File: src/rtl/vslot_pkg.sv
package vslot_pkg;
   localparam int unsigned CMD_W      = 4;
   localparam int unsigned MAX_LAYERS = 8;
   localparam logic [CMD_W-1:0] CMD_CPU  = 4'hC;
   localparam logic [CMD_W-1:0] CMD_IDLE = 4'hF;
endpackage

File: src/rtl/vslot_qualify.sv
module vslot_qualify
   import vslot_pkg::*;
#(
   parameter int unsigned NSLOT     = 8,
   parameter int unsigned NLAYER    = 8,
   parameter bit          SPLIT_CAP = 1'b1,
   localparam int unsigned SW       = $clog2(NSLOT)
) (
   input  logic                    clk,
   input  logic                    rst_n,
   input  logic                    display_active,
   input  logic                    split_en,
   input  logic [NLAYER-1:0]       layer_en,
   input  logic [NSLOT*CMD_W-1:0]  pat_bk0,
   input  logic [NSLOT*CMD_W-1:0]  pat_bk1,
   input  logic [SW-1:0]           slot_idx,
   output logic                    slot_ok
);
   localparam int unsigned NCODE = 1 << CMD_W;

   logic [CMD_W-1:0] cmd0 [NSLOT];
   logic [CMD_W-1:0] cmd1 [NSLOT];
   logic [NSLOT-1:0] both_cpu, both_idle, solo_ok, chain_ok, slot_mask;
   logic [NCODE-1:0] fetch_off;
   logic [CMD_W-1:0] cur0, cur1;

   // layer fetch codes whose layer is disabled free up the slot
   for (genvar gc = 0; gc < NCODE; gc++) begin : g_fetch
      if (gc < NLAYER) begin : g_layer
         assign fetch_off[gc] = ~layer_en[gc];
      end else begin : g_none
         assign fetch_off[gc] = 1'b0;
      end
   end

   for (genvar gs = 0; gs < NSLOT; gs++) begin : g_slot
      assign cmd0[gs]      = pat_bk0[gs*CMD_W +: CMD_W];
      assign cmd1[gs]      = pat_bk1[gs*CMD_W +: CMD_W];
      assign both_cpu[gs]  = (cmd0[gs] == CMD_CPU)  && (cmd1[gs] == CMD_CPU);
      assign both_idle[gs] = (cmd0[gs] == CMD_IDLE) && (cmd1[gs] == CMD_IDLE);
      assign solo_ok[gs]   = (cmd0[gs] == CMD_CPU) || (cmd0[gs] == CMD_IDLE)
                             || fetch_off[cmd0[gs]];
   end

   if (SPLIT_CAP) begin : g_split
      logic [NSLOT-1:0] idle_prev;
      assign idle_prev = {both_idle[NSLOT-2:0], both_idle[NSLOT-1]};
      // least fixpoint over the slot ring: a run must start after an idle pair
      always_comb begin : chain
         logic [NSLOT-1:0] run;
         run = '0;
         for (int it = 0; it < NSLOT; it++) begin
            run = both_cpu & (idle_prev | {run[NSLOT-2:0], run[NSLOT-1]});
         end
         chain_ok = run;
      end
      assign slot_mask = !display_active ? '1 : (split_en ? chain_ok : solo_ok);
   end else begin : g_nosplit
      assign chain_ok  = '0;
      assign slot_mask = !display_active ? '1 : solo_ok;
   end

   assign slot_ok = slot_mask[slot_idx];
   assign cur0    = cmd0[slot_idx];
   assign cur1    = cmd1[slot_idx];

   assert_cpu_or_idle_open_R1 : assert property (@(posedge clk) disable iff (!rst_n)
      display_active && !split_en && (cur0 == CMD_CPU || cur0 == CMD_IDLE) |-> slot_ok);

   assert_split_both_cpu_R3 : assert property (@(posedge clk) disable iff (!rst_n)
      display_active && split_en && slot_ok |-> (cur0 == CMD_CPU) && (cur1 == CMD_CPU));

   assert_blank_open_R4 : assert property (@(posedge clk) disable iff (!rst_n)
      !display_active |-> slot_ok);
endmodule

File: src/rtl/vslot_wbuf.sv
module vslot_wbuf #(
   parameter int unsigned DEPTH  = 2,
   parameter int unsigned EW     = 49,
   parameter int unsigned KEYPOS = 48
) (
   input  logic          clk,
   input  logic          rst_n,
   input  logic          push,
   input  logic [EW-1:0] push_data,
   input  logic          pop,
   output logic [EW-1:0] head,
   output logic          full,
   output logic          empty,
   output logic [1:0]    key_seen
);
   localparam int unsigned PW = (DEPTH > 1) ? $clog2(DEPTH) : 1;

   logic [EW-1:0]    store [DEPTH];
   logic [DEPTH-1:0] valid;
   logic [PW-1:0]    rd_ptr, wr_ptr;

   function automatic logic [PW-1:0] bump(input logic [PW-1:0] p);
      if (p == PW'(DEPTH-1)) return '0;
      return p + 1'b1;
   endfunction

   always_ff @(posedge clk) begin
      if (!rst_n) begin
         valid  <= '0;
         rd_ptr <= '0;
         wr_ptr <= '0;
      end else begin
         if (pop) begin
            valid[rd_ptr] <= 1'b0;
            rd_ptr        <= bump(rd_ptr);
         end
         if (push) begin
            valid[wr_ptr] <= 1'b1;
            wr_ptr        <= bump(wr_ptr);
         end
      end
   end

   always_ff @(posedge clk) begin
      if (push) store[wr_ptr] <= push_data;
   end

   assign head  = store[rd_ptr];
   assign full  = &valid;
   assign empty = ~|valid;

   always_comb begin
      key_seen = '0;
      for (int i = 0; i < DEPTH; i++) begin
         if (valid[i]) key_seen[store[i][KEYPOS]] = 1'b1;
      end
   end

   assert_no_overflow_R7 : assert property (@(posedge clk) disable iff (!rst_n)
      push |-> (!full || pop));

   assert_no_underflow_R6 : assert property (@(posedge clk) disable iff (!rst_n)
      pop |-> !empty);
endmodule

File: src/rtl/vram_slot_arbiter.sv
module vram_slot_arbiter
   import vslot_pkg::*;
#(
   parameter int unsigned NSLOT     = 8,
   parameter int unsigned NLAYER    = 8,
   parameter int unsigned AW        = 16,
   parameter int unsigned DW        = 32,
   parameter int unsigned WB_DEPTH  = 2,
   parameter logic [1:0]  SPLIT_CAP = 2'b11,
   localparam int unsigned SW       = $clog2(NSLOT),
   localparam int unsigned PATW     = NSLOT * CMD_W
) (
   input  logic            clk,
   input  logic            rst_n,
   input  logic            display_active,
   input  logic [SW-1:0]   slot_idx,
   input  logic [NLAYER-1:0] layer_en,
   input  logic            split_a,
   input  logic            split_b,
   input  logic [PATW-1:0] pat_a_bk0,
   input  logic [PATW-1:0] pat_a_bk1,
   input  logic [PATW-1:0] pat_b_bk0,
   input  logic [PATW-1:0] pat_b_bk1,
   input  logic            cpu_req,
   input  logic            cpu_we,
   input  logic            cpu_half,
   input  logic [AW-1:0]   cpu_addr,
   input  logic [DW-1:0]   cpu_wdata,
   output logic            cpu_wait,
   output logic            slot_ok_a,
   output logic            slot_ok_b,
   output logic            ram_a_en,
   output logic            ram_a_we,
   output logic [AW-1:0]   ram_a_addr,
   output logic [DW-1:0]   ram_a_wdata,
   output logic            ram_b_en,
   output logic            ram_b_we,
   output logic [AW-1:0]   ram_b_addr,
   output logic [DW-1:0]   ram_b_wdata
);
   localparam int unsigned EW     = 1 + AW + DW;
   localparam int unsigned KEYPOS = AW + DW;

   if (NSLOT < 2 || (NSLOT & (NSLOT - 1)) != 0) begin : g_bad_nslot
      $error("NSLOT must be a power of two of at least 2");
   end
   if (NLAYER < 1 || NLAYER > MAX_LAYERS) begin : g_bad_nlayer
      $error("NLAYER must lie in 1..8");
   end
   if (WB_DEPTH < 1) begin : g_bad_depth
      $error("WB_DEPTH must be at least 1");
   end

   logic [PATW-1:0] pat0_v [2];
   logic [PATW-1:0] pat1_v [2];
   logic [1:0]      split_v, ok_v, en_v, we_v, seen;
   logic [AW-1:0]   addr_v  [2];
   logic [DW-1:0]   wdata_v [2];

   assign pat0_v[0] = pat_a_bk0;
   assign pat1_v[0] = pat_a_bk1;
   assign pat0_v[1] = pat_b_bk0;
   assign pat1_v[1] = pat_b_bk1;
   assign split_v   = {split_b, split_a};

   for (genvar gh = 0; gh < 2; gh++) begin : g_half
      vslot_qualify #(
         .NSLOT    (NSLOT),
         .NLAYER   (NLAYER),
         .SPLIT_CAP(SPLIT_CAP[gh])
      ) i_qualify (
         .clk           (clk),
         .rst_n         (rst_n),
         .display_active(display_active),
         .split_en      (split_v[gh]),
         .layer_en      (layer_en),
         .pat_bk0       (pat0_v[gh]),
         .pat_bk1       (pat1_v[gh]),
         .slot_idx      (slot_idx),
         .slot_ok       (ok_v[gh])
      );
   end

   // write buffer and request decisions
   logic          run, wb_full, wb_empty, drain, rd_go, wr_go;
   logic [EW-1:0] head;
   logic          head_half;
   logic [AW-1:0] head_addr;
   logic [DW-1:0] head_data;

   assign run       = rst_n;
   assign head_half = head[KEYPOS];
   assign head_addr = head[DW +: AW];
   assign head_data = head[DW-1:0];

   assign drain = run && !wb_empty && ok_v[head_half];
   assign rd_go = run && cpu_req && !cpu_we && ok_v[cpu_half] && !seen[cpu_half];
   assign wr_go = run && cpu_req && cpu_we && (!wb_full || drain);
   assign cpu_wait = run && cpu_req && !rd_go && !wr_go;

   vslot_wbuf #(
      .DEPTH (WB_DEPTH),
      .EW    (EW),
      .KEYPOS(KEYPOS)
   ) i_wbuf (
      .clk      (clk),
      .rst_n    (rst_n),
      .push     (wr_go),
      .push_data({cpu_half, cpu_addr, cpu_wdata}),
      .pop      (drain),
      .head     (head),
      .full     (wb_full),
      .empty    (wb_empty),
      .key_seen (seen)
   );

   for (genvar gh = 0; gh < 2; gh++) begin : g_strobe
      assign we_v[gh]    = drain && (head_half == 1'(gh));
      assign en_v[gh]    = we_v[gh] || (rd_go && (cpu_half == 1'(gh)));
      assign addr_v[gh]  = we_v[gh] ? head_addr : cpu_addr;
      assign wdata_v[gh] = we_v[gh] ? head_data : '0;

      assert_strobe_in_slot_R9 : assert property (@(posedge clk) disable iff (!rst_n)
         en_v[gh] |-> ok_v[gh]);

      assert_read_after_drain_R8 : assert property (@(posedge clk) disable iff (!rst_n)
         en_v[gh] && !we_v[gh] |-> !seen[gh]);
   end

   assign slot_ok_a   = ok_v[0];
   assign slot_ok_b   = ok_v[1];
   assign ram_a_en    = en_v[0];
   assign ram_a_we    = we_v[0];
   assign ram_a_addr  = addr_v[0];
   assign ram_a_wdata = wdata_v[0];
   assign ram_b_en    = en_v[1];
   assign ram_b_we    = we_v[1];
   assign ram_b_addr  = addr_v[1];
   assign ram_b_wdata = wdata_v[1];

   assert_wait_needs_req_R8 : assert property (@(posedge clk) disable iff (!rst_n)
      cpu_wait |-> cpu_req);

   assert_write_room_no_wait_R6 : assert property (@(posedge clk) disable iff (!rst_n)
      cpu_req && cpu_we && !wb_full |-> !cpu_wait);
endmodule

File: config.mk
export PLATFORM = sky130hd
export DESIGN_NAME = vram_slot_arbiter
export DESIGN_NICKNAME = d
export VERILOG_FILES = /design/src/rtl/vslot_pkg.sv /design/src/rtl/vslot_qualify.sv /design/src/rtl/vslot_wbuf.sv /design/src/rtl/vram_slot_arbiter.sv
export SDC_FILE = /design/constraint.sdc
export NUM_CORES = 1
export LEC_CHECK = 0
export BUFFER_PORTS_ARGS = -buffer_cell sky130_fd_sc_hd__buf_2
export CAP_MARGIN = 20
export CORE_AREA = 2 2 101 176
export DETAILED_ROUTE_END_ITERATION = 16
export DIE_AREA = 0 0 103 178
export PLACE_DENSITY = 0.87
export SETUP_SLACK_MARGIN = 0.5
export SLEW_MARGIN = 20
export SYNTH_ARGS = -nofsm -noshare
export SYNTH_HDL_FRONTEND = slang
export SYNTH_SLANG_ARGS = --single-unit
File: constraint.sdc
create_clock -name clk -period 8 [get_ports clk]
set_input_delay 1.2 -clock clk [delete_from_list [all_inputs] [get_ports clk]]
set_output_delay 1.2 -clock clk [all_outputs]
set_load 0.02 [all_outputs]
==> impl_results.md, run 1 <==
* Worst IR drop on VDD at 0.213 mV
* Netlist Area Pre-Place at ~7500 µm²
* Final setup vio count at 0
* Tot GR Track Use at approximately 27%
* Highest metal layer used by the detailed router: met4
* DRT Pass-1 Iters at 6
* Overall Power at between 1000 and 1500 µW
* Max stage delay cell, worst path: or4_1
* Level count of the clock H-tree at 3
* Fmax achieved at between 0.15 and 0.2 GHz
* Height of the die at between 150 and 200 µm
* Pins over their slew limit at 0
* Clock-pin slew of the registers on the worst-case setup and hold paths at 0.08 ns
* Total Routed Length at ~25 mm
* Filler Cell Count at ~1500
* Number of vias after detailed routing at 7264
* Total half-perimeter wirelength after legalization and detailed placement at approximately 19 mm
* Period utilisation layout at around three quarters
* Startpoint class of the critical path: input port
* Clk network pwr share at between 30 and 40%
* Pin count of the biggest net entering global routing at a little over 50
* Chain of cells forming the critical path: buf_2 -> or4_1 -> nor2_1 -> nand3_1 -> o211ai_1 -> a21oi_1 -> o211ai_1 -> a22oi_2 -> or3_2 -> buf_4 -> mux2_4 -> buf_2
* First-pass GRT wire length at between 30 and 40 mm
* Clock latency reported for the late side of the worst-skew pair at approximately 0.33 ns
* Area Growth Syn to Fin at 26.3%
* Number of design rule violations left after detail routing at 0
* CTS tree: built
* Footprint of the flip-flops and latches at 3040 µm²
* GR Overflow Total at 0
* Avg Vias per Cell at between 6 and 7
* Sequential fraction of the synthesis area at between 40% and 50%
* Crit path kind: in -> out
* Average routed wire per standard cell at ~21 µm
* Ratio of cells with drive above 1 in the final layout at 45.2%
* Hold buffer count at CTS at 0
* Distinct cells, synth at 66
* Internal power summed over all cells at just under 1000 µW
* Routed wire length on met2 at approximately 13 mm
* Pin slew with the least headroom to its limit at roughly 1.0 ns
* Kind of end point of the critical path: primary output
* Setup skew after layout at approximately 0.0074 ns
* Average cell area after synthesis at ~11 µm²
* Antenna Nets Post-Route at 0
* Core area at ~17000 µm²
* Boundary pin count at 298
* Switching share of power at 26.8%
* Initial Utilization at roughly 44%
* Number of synthesis warnings at 0
* Total negative slack for setup checks at 0 ns
* Post-synth EDFFs at between 90 and 100
* Met1 routed wirelength after detailed routing at slightly above 8 mm
* Number of register bits inferred by synthesis at a little over 100
* Number of cells in the finished layout apart from fillers at roughly 1200
* Number of clock buffers inserted by TritonCTS at 9
* Area used by multi-input combinational logic at between 4000 and 5000 µm²
* Post-route minimum period at just over 6 ns
* Initial antenna violation count at 6
* Outcome: finished, final reports clean
* Buffers inserted during post-CTS setup optimization at 0
* Buffer type at the clock tree root: clkbuf_16
* Maximum fanout along the worst path at 50
* Count of routing violations after the opening detailed-route iteration at ~430
* Primary flip-flop cell chosen by synthesis mapping: edfxtp_1
* Number of global-route vias before repair at 7124
* Mapped Cells at ~670
* Die area at between 15000 and 20000 µm²
* Worst path buffer plus inverter count at 3
* Nets at approximately 1100
* Worst Hold Class: reg -> reg
* Core Rows at 63
* Met3 wire length at between 2 and 3 mm
* Delay of the slowest cell on the worst path at 0.58 ns
* Width of the die at 103 µm
* Weighted congestion at the end of routability-driven global placement at a little over 1
* Max Root-Sink Buffers at 2
* Synthesized netlist net count at 862
* Placed Cells at 1163
* Worst-case headroom to the max-slew limit at 30.1%
* Unrepaired setup endpoints after global routing: no
* Share of flip-flops with an asynchronous set or reset after synthesis at 0%
* Share of total power in combinational logic at 20.3%
* Post_cts resized at 0
* Cell type group with the largest total delay on the critical path: simple AND/OR/NAND/NOR gates
* Share of total power in sequential cells at a little under half
* Sw Pwr at around 350 µW
* Max Cap Violations at 0
* Arrival time reported for the critical path endpoint at 4.94 ns
* Final hold vios at 0
* Number of buffers inserted by port buffering at 297
* Critical path required time at around 6.8 ns
* Power Density at roughly 140 nW/µm²
* Number of sinks on the clock net at slightly above 100
* Leakage power of the design at about 0.0037 µW
## Yosys cell counts, types with 8 or more instances
master,n,share of area (%)
nor2_1,101,5.1
nand2_1,18,0.91
edfxtp_1,98,39
a21oi_1,16,1.1
a211oi_1,14,1.4
mux2_2,35,5.3
nand3_1,12,0.81
o21ai_0,32,2.1
mux2_4,25,5.0
mux2i_1,39,5.2
mux4_2,24,7.3
buf_6,8,1.2
nand4_1,34,2.9
clkbuf_1,19,0.96
or4_1,13,1.3
a31oi_1,10,0.84
inv_1,16,0.81
xnor2_1,8,0.94
nor3_1,13,0.87
o211ai_1,13,1.3
## area by class of cell
cell class | instances | share of cell area (%)
antenna | 5 | 0.133
clock buffer | 9 | 2.39
clock inverter | 7 | 0.930
inverter | 16 | 0.638
multi-input combinational | 516 | 44.5
sequential | 103 | 32.3
tap | 227 | 3.02
timing repair buffer | 301 | 16.1
## state kept, by name, summed over array words and instances (netlist names), named ones only
register and flops:
i_wbuf.store 98, i_wbuf.valid 2, i_wbuf.rd_ptr 1, i_wbuf.wr_ptr 1
## cell families (layout without fill, tap and decap cells)
kind of cell / after synthesis / after routing / synth area share, %
multiplexers: 127 / 127 / 24.0
other: 0 / 5 / 0
buffers and inverters: 48 / 333 / 3.31
AND/OR/NAND/NOR: 238 / 238 / 17.0
flip-flops: 103 / 103 / 40.8
AO/OA/AOI/OAI: 139 / 139 / 13.4
XOR/XNOR: 12 / 12 / 1.41
## layer usage
layer  global-route usage, %  vias up
met5                       0        -
met4                    16.8        0
met3                    7.48      127
met2                    46.7      486
met1                    28.0     3398
li1                        -     3253
## tightest hold or removal path: cells and delay by family, from the launching register on
kind | cells | cell delay [ns]
AND/OR/NAND/NOR | 1 | 0.08
flip-flops | 1 | 0.33
multiplexers | 1 | 0.06
## through the flow
step	utilization, %	hold WS (ns)	instance area [µm²]	setup WS [ns]
after floorplan	-	0.456	7460	1.80
after global routing	55.8	0.528	9410	1.71
after detailed placement	53.9	0.498	9090	1.74
final	55.8	0.501	9420	1.86
after global placement	53.9	0.478	9090	1.84
after CTS	55.7	0.507	9400	1.73
## layout by cell type (no fill, tap or decap), types with 5 or more instances in the layout
| master | count |
|---|---|
| mux2i_1 | 39 |
| buf_2 | 297 |
| a31oi_1 | 10 |
| o31ai_1 | 7 |
| mux2_2 | 35 |
| mux4_2 | 24 |
| nor2_1 | 101 |
| nand2_1 | 18 |
| nand2b_1 | 6 |
| edfxtp_1 | 98 |
| nor3_1 | 13 |
| o211ai_1 | 13 |
| o21ai_0 | 32 |
| or4_1 | 13 |
| xnor2_1 | 8 |
| a21oi_1 | 16 |
| clkbuf_16 | 9 |
| nand4_1 | 34 |
| inv_1 | 16 |
| a211oi_1 | 14 |
| diode_2 | 5 |
| nor4_1 | 6 |
| nor4_2 | 5 |
| nand3_1 | 12 |
| mux2_4 | 25 |
## worst paths after layout
kind | from | endpoint | slack, ns | cells after the start
min reg2reg | i_wbuf.rd_ptr | flip-flop | 0.50 | 2
min | i_wbuf.rd_ptr | flip-flop | 0.50 | 2
max | pat_a_bk0[8] | ram_a_addr[7] | 1.86 | 12
max reg2reg | flip-flop | i_wbuf.store[0][37] | 4.57 | 7
## power groups by stage
stage,logic [µW],clock network [µW],registers (µW)
final,268,449,606
after global routing,285,479,607
after CTS,262,460,606
after detailed placement,260,0,619
after global placement,254,0,618
after floorplan,141,0,618
Power figures use the tool's default switching activity.
==> inputs of run 2 (changes only) <==
--- a/config.mk
+++ b/config.mk
@@ -7,10 +7,10 @@
 export LEC_CHECK = 0
 export BUFFER_PORTS_ARGS = -buffer_cell sky130_fd_sc_hd__buf_2
 export CAP_MARGIN = 20
-export CORE_AREA = 2 2 101 176
+export CORE_AREA = 2 2 96 167
 export DETAILED_ROUTE_END_ITERATION = 16
-export DIE_AREA = 0 0 103 178
-export PLACE_DENSITY = 0.87
+export DIE_AREA = 0 0 98 169
+export PLACE_DENSITY = 0.91
 export SETUP_SLACK_MARGIN = 0.5
 export SLEW_MARGIN = 20
 export SYNTH_ARGS = -nofsm -noshare
==> constraint.sdc (replaced) <==
create_clock -name clk -period 5.9 [get_ports clk]
set_input_delay 0.885 -clock clk [delete_from_list [all_inputs] [get_ports clk]]
set_output_delay 0.885 -clock clk [all_outputs]
set_load 0.02 [all_outputs]
==> impl_results.md, run 2 (synthesis results as in run 1) <==
* Outcome: finished, final reports clean (unchanged)
* Pin count of the biggest net entering global routing at 51 (unchanged)
* Initial Utilization at 48.9% (was 44.2%)
* Clock-pin slew of the registers on the worst-case setup and hold paths at 0.06 ns (was 0.08 ns)
* Width of the die at 98 µm (was 103 µm)
* Commonest non-fill, non-tap cell in the layout: buf_2 (unchanged)
* Ratio of cells with drive above 1 in the final layout at 45.6% (was 45.2%)
* Crit path kind: in -> out (unchanged)
* Number of sinks on the clock net at 103 (unchanged)
* Period utilisation layout at 88.5%
* Avg Vias per Cell at 6.43 (was 6.14)
* Filler Cell Count at 1191 (was 1476)
* Weighted congestion at the end of routability-driven global placement at 0.985 (was 1.02)
* Reg with most FFs: i_wbuf.store (unchanged)
* Kind of end point of the critical path: primary output (unchanged)
* CTS tree: built (unchanged)
* Pin slew with the least headroom to its limit at 0.952 ns (was 1.02 ns)
* Total Routed Length at 26.2 mm (was 25.2 mm)
* First-pass GRT wire length at 38.9 mm (was 37.4 mm)
* Antenna Nets Post-Route at 0 (unchanged)
* Unrepaired setup endpoints after global routing: no (unchanged)
* Count of routing violations after the opening detailed-route iteration at 397 (was 427)
* DRT Pass-1 Iters at 7 (was 6)
* Largest registers in the final layout: i_wbuf.store x98, i_wbuf.valid x2 (unchanged)
* Boundary pin count at 298 (unchanged)
* Tot GR Track Use at 30.2% (was 26.9%)
* Core area at 15200 µm² (was 16900 µm²)
* Number of vias after detailed routing at 7383 (was 7264)
* Worst Hold Class: reg -> reg (unchanged)
* Height of the die at 169 µm (was 178 µm)
* Number of buffers inserted by port buffering at 297 (unchanged)
* Critical path required time at 5.02 ns (was 6.80 ns)
* Area Growth Syn to Fin at 26.7% (was 26.3%)
* Commonest non-fill, non-tap cells in the layout: 297 x buf_2, 101 x nor2_1, 98 x edfxtp_1 (unchanged)
* Flip-flop count of the largest register after layout at 98 (unchanged)
* Buffers inserted during post-CTS setup optimization at 0 (unchanged)
* Max Root-Sink Buffers at 2 (unchanged)
* Final hold vios at 0 (unchanged)
* Overall Power at 1830 µW (was 1320 µW)
* Final setup vio count at 0 (unchanged)
* GR Overflow Total at 0 (unchanged)
* Arrival time reported for the critical path endpoint at 4.34 ns (was 4.94 ns)
* Worst-case headroom to the max-slew limit at 36.5% (was 30.1%)
* Setup skew after layout at 0.0105 ns (was 0.00740 ns)
* Clock latency reported for the late side of the worst-skew pair at 0.35 ns (was 0.33 ns)
* Core Rows at 60 (was 63)
* Pins over their slew limit at 0 (unchanged)
* Maximum fanout along the worst path at 27 (was 50)
* Level count of the clock H-tree at 3 (unchanged)
* Initial antenna violation count at 4 (was 6)
* Hold buffer count at CTS at 0 (unchanged)
* Worst IR drop on VDD at 0.291 mV (was 0.213 mV)
* Total half-perimeter wirelength after legalization and detailed placement at 20.0 mm (was 18.9 mm)
* Final core occ at 62.0% (was 55.8%)
* Power Density at 194 nW/µm² (was 141 nW/µm²)
* Number of global-route vias before repair at 7383 (was 7124)
* Leakage power of the design at 0.00377 µW (was 0.00371 µW)
* Max Cap Violations at 0 (unchanged)
* Buffer type at the clock tree root: clkbuf_16 (unchanged)
* Die area at 16600 µm² (was 18300 µm²)
* Nets at 1149 (was 1142)
* Number of design rule violations left after detail routing at 0 (unchanged)
* Number of clock buffers inserted by TritonCTS at 9 (unchanged)
* Total negative slack for setup checks at 0 ns (unchanged)
* Post-route minimum period at approximately 5.2 ns
* Average routed wire per standard cell at 22.8 µm (was 21.3 µm)
* Fmax achieved at 0.192 GHz
* Startpoint class of the critical path: input port (unchanged)
## run 2: per-stage QoR
| stage | setup slack (ns) | cell area [µm²] | hold WS [ns] | cells |
|---|---|---|---|---|
| after detailed placement | 0.350 | 9090 | 0.502 | 1129 |
| after CTS | 0.619 | 9430 | 0.515 | 1145 |
| after global placement | 0.424 | 9090 | 0.471 | 1129 |
| final | 0.678 | 9450 | 0.508 | 1148 |
| after floorplan | 1.14 | 7470 | 0.456 | 667 |
| after global routing | 0.508 | 9440 | 0.533 | 1145 |
## run 2: worst max-delay path, stage by stage
cell	delay [ns]
buf_2	0.13
or4_1	0.64
nor4_2	0.32
nand3_1	0.20
o41ai_1	0.47
o21ai_0	0.14
o211ai_1	0.18
a22oi_2	0.18
or3_4	0.55
buf_4	0.30
nor2_1	0.13
buf_2	0.19
## run 2: cell type report
class / count / area, µm² / share of cell area (%)
clock inverters: 3 / 67.6 / 0.715
flip-flops and latches: 103 / 3040 / 32.2
diodes: 3 / 7.51 / 0.0795
well taps: 186 / 233 / 2.46
repair buffers: 308 / 1570 / 16.6
inverters: 16 / 60.1 / 0.636
multi-input cells: 516 / 4210 / 44.5
clock buffers: 13 / 260 / 2.75
## run 2: final timing paths
path / from / to / slack, ns / depth (start not counted)
min reg2reg: i_wbuf.wr_ptr / i_wbuf.wr_ptr / 0.51 / 2
max reg2reg: flip-flop / i_wbuf.store[0][14] / 2.26 / 8
min: i_wbuf.wr_ptr / i_wbuf.wr_ptr / 0.51 / 2
max: pat_a_bk0[17] / ram_a_wdata[2] / 0.68 / 12
## run 2: what timing repair did
action / 4_1_cts / 5_1_grt
gates cloned: 0 / 0
setup endpoints to repair: 46 / 43
pin swaps: 0 / 1
gates resized for setup: 2 / 2
## run 2: power breakdown
part / switching [µW] / leakage [µW] / internal (µW)
registers: 5.91 / 0.000931 / 818
logic: 205 / 0.00268 / 160
clock network: 250 / 0.000156 / 395
## run 2: layer usage
metal	up-vias	global-route usage (%)	share of wire, %
met3	92	7.10	9.7
met2	485	58.2	55
met5	-	0	0.11
li1	3260	-	-
met1	3542	29.0	31
met4	4	15.9	4.6
